File: src/rtl/mdio_pkg.sv
package mdio_pkg;
  localparam int unsigned HALF_W = 7;

  typedef enum logic [1:0] {
    OP_WR = 2'b01,
    OP_RD = 2'b10
  } mdio_op_e;

  // half of the MDC period in system clocks
  function automatic logic [HALF_W-1:0] half_div(input logic [2:0] sel);
    case (sel)
      3'd0: half_div = HALF_W'(4);
      3'd1: half_div = HALF_W'(8);
      3'd2: half_div = HALF_W'(16);
      3'd3: half_div = HALF_W'(24);
      3'd4: half_div = HALF_W'(32);
      3'd5: half_div = HALF_W'(48);
      3'd6: half_div = HALF_W'(64);
      default: half_div = HALF_W'(112);
    endcase
  endfunction
endpackage

File: src/rtl/mdio_clkgen.sv
module mdio_clkgen #(
  parameter int unsigned CNT_W = 7
) (
  input  logic             clk_i,
  input  logic             rst_ni,
  input  logic             run_i,
  input  logic [CNT_W-1:0] half_i,
  output logic             mdc_o,
  output logic             rise_o,
  output logic             fall_o
);
  logic [CNT_W-1:0] cnt_q;
  logic             mdc_q;
  logic             tick;

  assign tick   = run_i && (cnt_q == half_i - CNT_W'(1));
  assign rise_o = tick && !mdc_q;
  assign fall_o = tick && mdc_q;
  assign mdc_o  = mdc_q;

  always_ff @(posedge clk_i or negedge rst_ni) begin
    if (!rst_ni) begin
      cnt_q <= '0;
      mdc_q <= 1'b0;
    end else if (!run_i) begin
      cnt_q <= '0;
      mdc_q <= 1'b0;
    end else if (tick) begin
      cnt_q <= '0;
      mdc_q <= ~mdc_q;
    end else begin
      cnt_q <= cnt_q + CNT_W'(1);
    end
  end

  // quiet clock when stopped
  p_quiet_mdc_r10: assert property (@(posedge clk_i) disable iff (!rst_ni)
    !run_i |=> !mdc_o);
  // rising event really raises MDC
  p_rise_edge_r1: assert property (@(posedge clk_i) disable iff (!rst_ni)
    rise_o |=> mdc_o);
endmodule

File: src/rtl/mdio_shifter.sv
module mdio_shifter
  import mdio_pkg::*;
#(
  parameter int unsigned PRE_LEN = 32,
  parameter int unsigned AW      = 5,
  parameter int unsigned DW      = 16
) (
  input  logic          clk_i,
  input  logic          rst_ni,
  input  logic          en_i,
  input  logic          start_i,
  input  logic          rd_i,
  input  logic [AW-1:0] phy_i,
  input  logic [AW-1:0] reg_i,
  input  logic [DW-1:0] wdata_i,
  input  logic          rise_i,
  input  logic          fall_i,
  input  logic          mdio_i,
  output logic          busy_o,
  output logic          mdio_o,
  output logic          oe_o,
  output logic [DW-1:0] rdata_o
);
  localparam int unsigned HDR_W     = 4 + 2*AW + 2 + DW;
  localparam int unsigned FRAME_LEN = PRE_LEN + HDR_W;
  localparam int unsigned IDX_W     = $clog2(FRAME_LEN);
  localparam int unsigned TA_POS    = PRE_LEN + 4 + 2*AW;
  localparam int unsigned DATA_POS  = TA_POS + 2;
  localparam logic [IDX_W-1:0] LAST = IDX_W'(FRAME_LEN - 1);

  logic             busy_q, rd_q;
  logic [IDX_W-1:0] idx_q;
  logic [HDR_W-1:0] hdr_q;
  logic [DW-1:0]    shift_q, rdata_q;
  logic             in_pre, in_rx, done;
  mdio_op_e         op;

  assign op     = rd_i ? OP_RD : OP_WR;
  assign in_pre = idx_q < IDX_W'(PRE_LEN);
  assign in_rx  = rd_q && (idx_q >= IDX_W'(TA_POS));
  assign done   = busy_q && fall_i && (idx_q == LAST);

  assign busy_o  = busy_q;
  assign mdio_o  = (!busy_q || in_pre) ? 1'b1 : hdr_q[HDR_W-1];
  assign oe_o    = busy_q && !in_rx;
  assign rdata_o = rdata_q;

  always_ff @(posedge clk_i or negedge rst_ni) begin
    if (!rst_ni) begin
      busy_q  <= 1'b0;
      rd_q    <= 1'b0;
      idx_q   <= '0;
      hdr_q   <= '0;
      shift_q <= '0;
      rdata_q <= '0;
    end else if (!en_i) begin
      busy_q <= 1'b0;
      idx_q  <= '0;
    end else if (!busy_q) begin
      if (start_i) begin
        busy_q <= 1'b1;
        rd_q   <= rd_i;
        idx_q  <= '0;
        hdr_q  <= {2'b01, op, phy_i, reg_i, (rd_i ? 2'b00 : 2'b10), wdata_i};
      end
    end else begin
      if (rise_i && rd_q && idx_q >= IDX_W'(DATA_POS))
        shift_q <= {shift_q[DW-2:0], mdio_i};
      if (fall_i) begin
        if (idx_q == LAST) begin
          busy_q <= 1'b0;
          if (rd_q) rdata_q <= shift_q;
        end else begin
          idx_q <= idx_q + IDX_W'(1);
          if (!in_pre) hdr_q <= {hdr_q[HDR_W-2:0], 1'b0};
        end
      end
    end
  end

  // read data moves only when a read completes
  p_rdata_hold_r4: assert property (@(posedge clk_i) disable iff (!rst_ni)
    !(done && rd_q && en_i) |=> $stable(rdata_o));
endmodule

File: src/rtl/mdio_master.sv
module mdio_master
  import mdio_pkg::*;
#(
  parameter int unsigned PRE_LEN = 32,
  parameter int unsigned AW      = 5,
  parameter int unsigned DW      = 16
) (
  input  logic          clk_i,
  input  logic          rst_ni,
  input  logic          mgmt_en_i,
  input  logic [2:0]    div_sel_i,
  input  logic          cmd_valid_i,
  input  logic          cmd_read_i,
  input  logic [AW-1:0] cmd_phy_i,
  input  logic [AW-1:0] cmd_reg_i,
  input  logic [DW-1:0] cmd_wdata_i,
  output logic          idle_o,
  output logic          busy_err_o,
  output logic [DW-1:0] rdata_o,
  output logic          mdc_o,
  output logic          mdio_o,
  output logic          mdio_oe_o,
  input  logic          mdio_i
);
  logic              busy, rise, fall, accept, err_q;
  logic [2:0]        div_q;
  logic [HALF_W-1:0] half;

  assign accept     = cmd_valid_i && mgmt_en_i && !busy;
  assign half       = half_div(div_q);
  assign idle_o     = !busy;
  assign busy_err_o = err_q;

  always_ff @(posedge clk_i or negedge rst_ni) begin
    if (!rst_ni) begin
      div_q <= '0;
      err_q <= 1'b0;
    end else begin
      if (accept) div_q <= div_sel_i;
      if (cmd_valid_i && mgmt_en_i && busy) err_q <= 1'b1;
    end
  end

  mdio_clkgen #(.CNT_W(HALF_W)) i_clkgen (
    .clk_i  (clk_i),
    .rst_ni (rst_ni),
    .run_i  (busy && mgmt_en_i),
    .half_i (half),
    .mdc_o  (mdc_o),
    .rise_o (rise),
    .fall_o (fall)
  );

  mdio_shifter #(.PRE_LEN(PRE_LEN), .AW(AW), .DW(DW)) i_shifter (
    .clk_i   (clk_i),
    .rst_ni  (rst_ni),
    .en_i    (mgmt_en_i),
    .start_i (accept),
    .rd_i    (cmd_read_i),
    .phy_i   (cmd_phy_i),
    .reg_i   (cmd_reg_i),
    .wdata_i (cmd_wdata_i),
    .rise_i  (rise),
    .fall_i  (fall),
    .mdio_i  (mdio_i),
    .busy_o  (busy),
    .mdio_o  (mdio_o),
    .oe_o    (mdio_oe_o),
    .rdata_o (rdata_o)
  );

  p_stable_high_r6: assert property (@(posedge clk_i) disable iff (!rst_ni)
    (mdc_o && $past(mdc_o)) |-> ($stable(mdio_o) && $stable(mdio_oe_o)));
  p_disable_release_r7: assert property (@(posedge clk_i) disable iff (!rst_ni)
    !mgmt_en_i |=> (!mdio_oe_o && idle_o && !mdc_o));
  p_launch_r5: assert property (@(posedge clk_i) disable iff (!rst_ni)
    (cmd_valid_i && mgmt_en_i && idle_o) |=> (!idle_o && mdio_oe_o));
  p_busy_cmd_r8: assert property (@(posedge clk_i) disable iff (!rst_ni)
    (cmd_valid_i && mgmt_en_i && !idle_o) |=> busy_err_o);
  p_err_sticky_r8: assert property (@(posedge clk_i) disable iff (!rst_ni)
    busy_err_o |=> busy_err_o);
endmodule

File: config.mk
export PLATFORM = sky130hd
export DESIGN_NAME = mdio_master
export DESIGN_NICKNAME = d
export VERILOG_FILES = /design/src/rtl/mdio_pkg.sv /design/src/rtl/mdio_clkgen.sv /design/src/rtl/mdio_shifter.sv /design/src/rtl/mdio_master.sv
export SDC_FILE = /design/constraint.sdc
export NUM_CORES = 1
export LEC_CHECK = 0
export ABC_AREA = 0
export BUFFER_PORTS_ARGS = -buffer_cell sky130_fd_sc_hd__buf_2
export CAP_MARGIN = 20
export CORE_ASPECT_RATIO = 0.6
export CORE_MARGIN = 2
export CORE_UTILIZATION = 50
export CTS_CLUSTER_DIAMETER = 50
export DETAILED_ROUTE_END_ITERATION = 16
export PLACE_DENSITY_LB_ADDON = 0.08
export SLEW_MARGIN = 40
export SYNTH_ARGS = -nofsm -noshare
export SYNTH_HDL_FRONTEND = slang
export SYNTH_SLANG_ARGS = --single-unit
File: constraint.sdc
create_clock -name clk_i -period 3.3 [get_ports clk_i]
set_input_delay 0.33 -clock clk_i [delete_from_list [all_inputs] [get_ports clk_i]]
set_output_delay 0.33 -clock clk_i [all_outputs]
set_load 0.05 [all_outputs]
## Word-level counts from Yosys, hierarchy flattened

Cells that the tools add are included.

| word-level totals | value |
|---|---|
| register bits | 84 |
| bits in latches | 0 |
| RAM bits | 0 |
| bits in read-only memories | 0 |
| bits of input ports | 35 |
| output and inout bits | 21 |
| logic and storage cells | 78 |
| memories kept | 0 |

| cells by class | value |
|---|---|
| $add $sub $neg | 3 |
| $mul | 0 |
| divide/modulo/power cells | 0 |
| order comparisons | 3 |
| equal/unequal tests | 15 |
| shifts and indexed selects | 0 |
| mux-type cells | 23 |
| bitwise operators | 2 |
| reductions and logical operators | 22 |

Operators with widths:

| operator | count |
|---|---|
| 2-to-1 mux 32 bit | 5 |
| case mux 7 bit (7 select lines) | 1 |
| 2-to-1 mux 6 bit | 5 |
| 2-to-1 mux 7 bit | 2 |
| >= comparator 6 bit (second input constant) | 2 |
| logical AND 1 bit | 11 |
| AND reduction 5 bit | 2 |
| equality test 3 bit (second input constant) | 3 |
| AND reduction 3 bit | 3 |
| 2-to-1 mux 1 bit | 8 |
| != test 2 bit (second input constant) | 4 |
| adder 7 x 1 -> 7 bit (second input constant) | 1 |
| equality test 7 bit | 1 |
| subtractor 7 x 1 -> 7 bit (second input constant) | 1 |
| adder 6 x 1 -> 6 bit (second input constant) | 1 |
| equality test 3 x 2 -> 1 bit (second input constant) | 2 |
| equality test 6 bit (second input constant) | 1 |
| less-than comparator 6 bit (second input constant) | 1 |
| != test 3 bit (second input constant) | 2 |
| 2-to-1 mux 2 bit | 2 |
| equality test 3 x 1 -> 1 bit (second input constant) | 1 |
| logical NOT 1 bit | 3 |
| logical NOT 3 bit | 1 |
| != test 3 x 1 -> 1 bit (second input constant) | 1 |
| other kinds (3) | 4 |

## Logic depth before layout (Yosys ltp)

Gate-level depths: netlist of the first run.

| logic depth | value |
|---|---|
| depth after elaboration | 9 |
| mapped depth | 11 |
| depth with buffers taken out | 8 |

## Modules after synthesis

From an unflattened synthesis of the first run, not the netlist that was laid out.

| unflattened totals | value |
|---|---|
| cells, all modules | 343 |
| area total of the unflattened synthesis | 4017.6 um^2 |

By module, submodules not included:

| module | instances | cells each | area an instance (um^2) |
|---|---|---|---|
| mdio_shifter | 1 | 266 | 3233.1 |
| mdio_clkgen | 1 | 58 | 555.5 |
| mdio_master | 1 | 19 | 229.0 |

## Worst setup path after synthesis of the first run

OpenSTA, ideal clock, no wires.

| path | value |
|---|---|
| kind | register -> register |
| start | register div_q[2] |
| end | register i_shifter.shift_q[10] |
| setup time | 0.125 ns |
| data arrival time | 2.894 ns |
| setup slack | 0.281 ns |
| stages on the path, launching flop included | 12 |
| path buffers | 3 |
| cells stage by stage | dfrtp_1 -> buf_6 -> or3_1 -> ha_1 -> xnor2_1 -> a211o_1 -> a21oi_2 -> o21ai_4 -> or4_4 -> buf_6 -> buf_12 -> mux2_4 |

| between the ends | value |
|---|---|
| cells in the longest elaborated chain, start to end | 9 |
| elaborated cells on any way between the ends | 15 |
| classes of those cells | 1 x add/sub; 7 x eq/ne; 1 x mux; 6 x reduce/logical |

RTL lines:

| what | line | RTL |
|---|---|---|
| start, declared | mdio_master.sv:26 | `logic [2:0] div_q;` |
| start signal, assigned | mdio_master.sv:39 | `if (accept) div_q <= div_sel_i;` |
| equality test 3 bit, or another cell as far along | mdio_pkg.sv:11 | `case (sel)` |
| case mux 7 bit (7 select lines) (*) | mdio_pkg.sv:11 |  |
| subtractor 7 x 1 -> 7 bit (*) | mdio_clkgen.sv:16 | `assign tick = run_i && (cnt_q == half_i - CNT_W'(1));` |
| equality test 7 bit (*) | mdio_clkgen.sv:16 |  |
| logical AND 1 bit (*) | mdio_clkgen.sv:16 |  |
| logical AND 1 bit (*) | mdio_clkgen.sv:17 | `assign rise_o = tick && !mdc_q;` |
| logical AND 1 bit (*) (2 in a row) | mdio_shifter.sv:67 | `if (rise_i && rd_q && idx_q >= IDX_W'(DATA_POS))` |
| AND reduction 3 bit (no source line) (*) | n/a |  |
| end signal, assigned | mdio_shifter.sv:68 | `shift_q <= {shift_q[DW-2:0], mdio_i};` |
| end, declared | mdio_shifter.sv:34 | `logic [DW-1:0] shift_q, rdata_q;` |

Every way passes the cells marked *; elsewhere a longest branch is shown, timed or not.
A chain may end at the register's enable or synchronous reset.

## Final worst setup path of the first run

| path | value |
|---|---|
| start | register div_q[2] |
| end | register i_shifter.idx_q[3] |

| between the ends | value |
|---|---|
| cells in the longest elaborated chain, start to end | 8 |
| elaborated cells on any way between the ends | 14 |
| classes of those cells | 1 x add/sub; 8 x eq/ne; 1 x mux; 4 x reduce/logical |

RTL lines:

| what | line | RTL |
|---|---|---|
| equality test 3 bit, or another cell as far along | mdio_pkg.sv:11 |  |
| case mux 7 bit (7 select lines) (*) | mdio_pkg.sv:11 |  |
| subtractor 7 x 1 -> 7 bit (*) | mdio_clkgen.sv:16 |  |
| equality test 7 bit (*) | mdio_clkgen.sv:16 |  |
| logical AND 1 bit (*) | mdio_clkgen.sv:16 |  |
| logical AND 1 bit (*) | mdio_clkgen.sv:18 | `assign fall_o = tick && mdc_q;` |
| != test 3 bit (no source line) (*) | n/a |  |
| AND reduction 3 bit (no source line) (*) | n/a |  |
| end signal, assigned | mdio_shifter.sv:74 | `idx_q <= idx_q + IDX_W'(1);` |
| end, declared | mdio_shifter.sv:32 | `logic [IDX_W-1:0] idx_q;` |

Marked as above.

==> flow_summary.yaml, run 1 <==
status:
  status: "finished with violations"
  violations: "negative hold slack"
power:
  cellPowerDensity_mw_per_mm2: 563.0
  ir_worst_vdd_uv: 252.6
  leakage_uw: 0.002125
logic_synthesis:
  post-synth-top-area-fraction: 0.5478
  synth_area_leaders: "dfrtp_1 (55%), mux2_2 (7.9%), a2bb2oi_1 (5.5%)"
  ys_warn_count: 0
  synth_top_area_cell: "dfrtp_1"
  ys_seq_area_frac: 0.5478
  synth-adder-area-share: 0.01304
  synth_mux_area_frac: 0.1210
  synth-simple-area-share: 0.08510
  synth_top_family_by_area: "compound AO/OA/AOI/OAI gates"
  synthesis.nets: 349
  synth_ff_type: "dfrtp_1"
  synth.distinct_cells: 51
  synth_edf_count: 0
  avgSynthCellArea_um2: 12.38
  synth.ff_latch_count: 84
  synthCells: 310
  synth_area_mm2: 0.003837
  synthArstFlopShare: 1.000
  synth_compound_area_frac: 0.1669
  synth-xor-area-share: 0.02282
flow_run:
  cap_violations: 0
placement:
  place_congestion: 0.7835
  placedInstanceArea_mm2: 0.004197
  dp_hpwl_um: 5061
  port_buffers: 55
timing:
  relSlewSlack: 0.5505
  finalCritPeriodShare: 0.8904
  hold_ws_ns: -0.002651
  rsz0062_at_grt: "false"
  layout_min_cycle_time_ns: 2.938
  finClkSkew_ns: 0.005020
  finalSetupViolations: 0
  fmax_mhz: 340.3
  slew_viol_final: 0
  hold_viol_final: 1
  fin_tns_setup_ns: 0
  tightest_slew_ns: 0.6742
clock_network:
  cts_setup_buffers: 0
  cts_buffers: 9
  root_buffer: "clkbuf_16"
  cts-resized-gates: 0
  clockBufferDepth: 2
  clkSlewWorstSetupHoldPaths_ns: 0.06
  cts_sinks: 84
  cts_tree: "yes"
  clkLatencyLatePin_ns: 0.34
  htreeDepth: 3
  cts_hold_buf: 0
floorplan:
  start_util: 0.5216
  die_area_mm2: 0.008415
  die_h_um: 71.86
  core_mm2: 0.007357
  row_count: 24
  ios: 56
  dieWidth_um: 117.1
global_route:
  grt_pass1_vias: 2496
  globalRouteTotalUtil: 0.2020
  antenna_found_initial: 0
  grt_max_degree: 85
  grt_pass1_wl_um: 12850
  overflow: 0
cells_and_area:
  final_area_mm2: 0.004532
  diodes: 0
  final_common_cell: "dfrtp_1"
  layout_common_cells: "dfrtp_1 (84), buf_2 (54), o22ai_1 (29)"
  final_net_count: 402
  drive_gt1_frac: 0.3478
  synthToLayoutAreaGrowth_pct: 18.10
critical_path:
  path_cells: "or3_1, ha_1, xnor2_1, a211o_1, a211oi_1, o21ai_2, buf_4, or3_1, a21oi_1"
  path_common_cell: "or3_1"
  worst-path-buf-inv: 1
  cp-start-kind: "register"
  worstPathRequired_ns: 3.56
  slowest_stage: "or3_1"
  cp_top_family: "compound AO/OA/AOI/OAI gates"
  worstPathArrival_ns: 3.20
  critPathCaptureType: "register"
  path_max_fanout: 14
  cp_slowest_stage_delay_ns: 0.38
  critPathKind: "reg2reg"
detailed_routing:
  route.met2.wl_um: 2993
  drt-met1-wl_um: 4238
  top_layer_used: "met4"
  ant_nets: 0
  dr.first_iter.drc_count: 148
  wire_per_inst_um: 16.10
  routed_via_density: 5.451
  dr_wl_met3_um: 298
  first_pass_iters: 5
  via_count: 2573
  routed_wl_um: 7601
  drc: 0
min_path:
  hold_path_class: "in2async"
[kinds of logic (layout without fill, tap and decap cells)]
| family | Yosys count | in the layout |
|---|---|---|
| AOI/OAI and AO/OA | 87 | 87 |
| adders and majority gates | 4 | 4 |
| DFF | 84 | 84 |
| muxes | 38 | 38 |
| xor gates and xnor gates | 10 | 10 |
| buffers and inverters | 30 | 88 |
| and+or+nand+nor | 57 | 57 |
[state kept, by name (all words and copies together), names as in the netlist]
| signal | cells |
|---|---|
| i_clkgen.cnt_q | 7 |
| i_clkgen.mdc_o | 1 |
| i_shifter.rdata_o | 16 |
| busy_err_o | 1 |
| i_shifter.hdr_q | 32 |
| i_shifter.shift_q | 16 |
| i_shifter.busy_o | 1 |
| i_shifter.rd_q | 1 |
| div_q | 3 |
| i_shifter.idx_q | 6 |
[final cells by class]
cell class | instances | area, µm²
repair buffers | 64 | 364.1
flip-flops and latches | 84 | 2102
well taps | 104 | 130.1
inverters | 8 | 30.03
clock buffers | 10 | 239.0
fillers | 617 | 2825
clock inverters | 6 | 93.84
multi-input cells | 196 | 1573
[power breakdown]
group	total [µW]	leakage, µW	internal (µW)	switching [µW]
Combinational	282	0.000896	141	141
Clock	1110	0.000160	691	415
Sequential	1160	0.00107	1110	48.5
Total	2550	0.00213	1950	605
[synthesized netlist by cell type (2+ instances only)]
library cell and count:
a31oi_1 3, o211ai_1 5, o22ai_1 29, clkbuf_1 10, inv_1 8, mux2_2 27
buf_2 6, ha_1 4, a22o_1 2, nor4_1 3, a21oi_2 2, a2bb2oi_1 24
xnor2_1 6, a21oi_1 3, nor2_1 11, and2_1 3, buf_6 4, o21ai_0 7
a21o_1 2, dfrtp_1 84, and3_1 2, nand2_1 10, a22oi_1 2, nand2b_1 4
xor2_1 4, nand3_1 7, or2_2 2, or3_1 4, mux2_4 10
[per-layer routing]
layer  up-vias  track usage
li1       1265            -
met1      1248       0.3205
met2        53       0.2575
met3         7      0.06599
met4         0      0.06536
met5         -            0
[worst paths after layout]
kind                                             end  slack [ns]  cells after the start               from
worst max-delay path              i_shifter.idx_q[3]        0.36                      9           div_q[2]
worst min-delay path                        div_q[0]      -0.003                      1             rst_ni
worst max register to register    i_shifter.idx_q[3]        0.36                      9           div_q[2]
worst min register to register     i_clkgen.cnt_q[0]        0.46                      1  i_clkgen.cnt_q[0]
max in group asynchronous       i_shifter.shift_q[9]        2.80                      1             rst_ni
min in group clk_i                          div_q[1]        0.22                      2       div_sel_i[1]
[per-stage QoR]
stage | total power (µW) | setup slack [ns] | instances | util
global route | 2666 | 0.2159 | 472 | 0.6160
floorplan | 1369 | 0.2806 | 310 | -
global placement | 1454 | 0.3979 | 456 | 0.5699
finish | 2551 | 0.3616 | 472 | 0.6160
detailed placement | 1465 | 0.3911 | 456 | 0.5704
CTS | 2582 | 0.3655 | 472 | 0.6156
Note: power is estimated with default switching activity, not from simulation.
==> run 2: changes to the inputs <==
Settings changed: CORE_MARGIN 2 to 8.
==> flow_summary.yaml, run 2 (same netlist as run 1, synthesis figures left out) <==
floorplan:
  die_area_mm2: 0.01083
  dieWidth_um: 129.1
  die_h_um: 83.86
  ios: 56
  core_mm2: 0.007357
  start_util: 0.5216
  row_count: 24
critical_path:
  path_cells: "or3_1, ha_1, xnor2_1, a211o_1, a21oi_2, o21ai_4, or4_4, mux2_4"
  cp_slowest_stage_delay_ns: 0.70
  slowest_stage: "or4_4"
  worstPathRequired_ns: 3.52
  critPathKind: "reg2reg"
  worst-path-buf-inv: 0
  cp-start-kind: "register"
  worstPathArrival_ns: 3.28
  path_max_fanout: 16
  critPathCaptureType: "register"
  cp_top_family: "simple AND/OR/NAND/NOR gates"
detailed_routing:
  drc: 0
  routed_via_density: 5.589
  via_count: 2638
  first_pass_iters: 4
  dr.first_iter.drc_count: 139
  routed_wl_um: 7985
  ant_nets: 0
  wire_per_inst_um: 16.92
global_route:
  grt_max_degree: 36
  grt_pass1_wl_um: 13460
  overflow: 0
  antenna_found_initial: 0
  grt_pass1_vias: 2641
  globalRouteTotalUtil: 0.1554
placement:
  dp_hpwl_um: 5523
  port_buffers: 55
  place_congestion: 0.8612
power:
  power_frac_comb: 0.109
  internal_power_uw: 1849
  netSwitchingFraction: 0.2518
  p_seq_frac: 0.474
  cellPowerDensity_mw_per_mm2: 548.9
  clockPowerShare: 0.417
  leakage_uw: 0.002107
  switching_power_uw: 622.4
  ir_worst_vdd_uv: 336.9
status:
  status: "finished clean"
min_path:
  hold_path_class: "in2reg"
cells_and_area:
  largest-register: "i_shifter.hdr_q"
  final_common_cell: "dfrtp_1"
  diodes: 0
  largest_register_ffs: 32
  fillerInstances: 627
  final_net_count: 402
  final_core_util: 0.6121
  layout_common_cells: "dfrtp_1 (84), buf_2 (54), o22ai_1 (29)"
  drive_gt1_frac: 0.3451
  synthToLayoutAreaGrowth_pct: 17.35
clock_network:
  clkLatencyLatePin_ns: 0.34
  root_buffer: "clkbuf_16"
  clkSlewWorstSetupHoldPaths_ns: 0.06
  cts_sinks: 84
  clockBufferDepth: 2
  cts_tree: "yes"
  cts-resized-gates: 0
  htreeDepth: 3
  cts_buffers: 9
timing:
  slew_viol_final: 0
  fin_tns_setup_ns: 0
  finalCritPeriodShare: 0.9258
  tightest_slew_ns: 0.6067
  relSlewSlack: 0.5955
  layout_min_cycle_time_ns: 3.055
  finalSetupViolations: 0
  finClkSkew_ns: 0.006467
  fmax_mhz: 327.3
  hold_viol_final: 0
  rsz0062_at_grt: "false"
flow_run:
  cap_violations: 0
## run 2: cell types whose count changed in the layout (fill, tap and decap cells not counted), sizes merged
| cell | change |
|---|---|
| clkinv | +1 |
| clkbuf | -2 |
| bufinv | -1 |
| clkinvlp | +1 |
| dlygate4sd3 | +1 |
## run 2: layout make-up
cell class	count	area, µm²	area share
sequential	84	2102	0.4668
timing repair buffer	64	360.3	0.08002
inverter	8	30.03	0.006669
clock inverter	7	82.58	0.01834
multi-input combinational	196	1573	0.3493
tap	104	130.1	0.02890
clock buffer	9	225.2	0.05001
## run 2: timing repair
item,4_1_cts,5_1_grt
hold buffers,1,0
endpoints found under the hold margin,29,0
setup buffers,0,0
## run 2: layer usage
layer	part of all wire	global-route usage
met1	0.53	0.2263
met2	0.40	0.2034
met3	0.061	0.05867
met4	0.014	0.05090
met5	0	0
## run 2: path summary, 6_finish.rpt
kind,startpoint,end,slack [ns],cells after the start
setup / recovery,div_q[1],i_shifter.shift_q[11],0.24,8
hold reg to reg,busy_err_o,busy_err_o,0.46,1
max in group asynchronous,rst_ni,i_shifter.hdr_q[23],2.12,3
setup reg to reg,div_q[1],i_shifter.shift_q[11],0.24,8
hold / removal,div_sel_i[2],div_q[2],0.23,2
min in group asynchronous,rst_ni,i_clkgen.cnt_q[4],0.46,2
## run 2: per-stage QoR
| stage | power [µW] | setup WS, ns | instances | instance area [µm²] | hold slack, ns |
|---|---|---|---|---|---|
| floorplan | 1369 | 0.2806 | 310 | 3837 | 0.03441 |
| detailed placement | 1458 | 0.2534 | 455 | 4185 | 0.2875 |
| CTS | 2497 | 0.2413 | 472 | 4503 | 0.2183 |
| finish | 2472 | 0.2447 | 472 | 4503 | 0.2272 |
| global placement | 1451 | 0.3053 | 455 | 4185 | 0.2824 |
| global route | 2581 | 0.1520 | 472 | 4503 | 0.2229 |
## run 2: power groups by stage
stage,sequential (µW),clock [µW],combinational [µW]
2_1_floorplan,1170,0,203
3_3_place_gp,1190,0,264
3_5_place_dp,1190,0,269
4_1_cts,1170,1050,272
5_1_grt,1180,1100,299
6_report,1170,1030,269
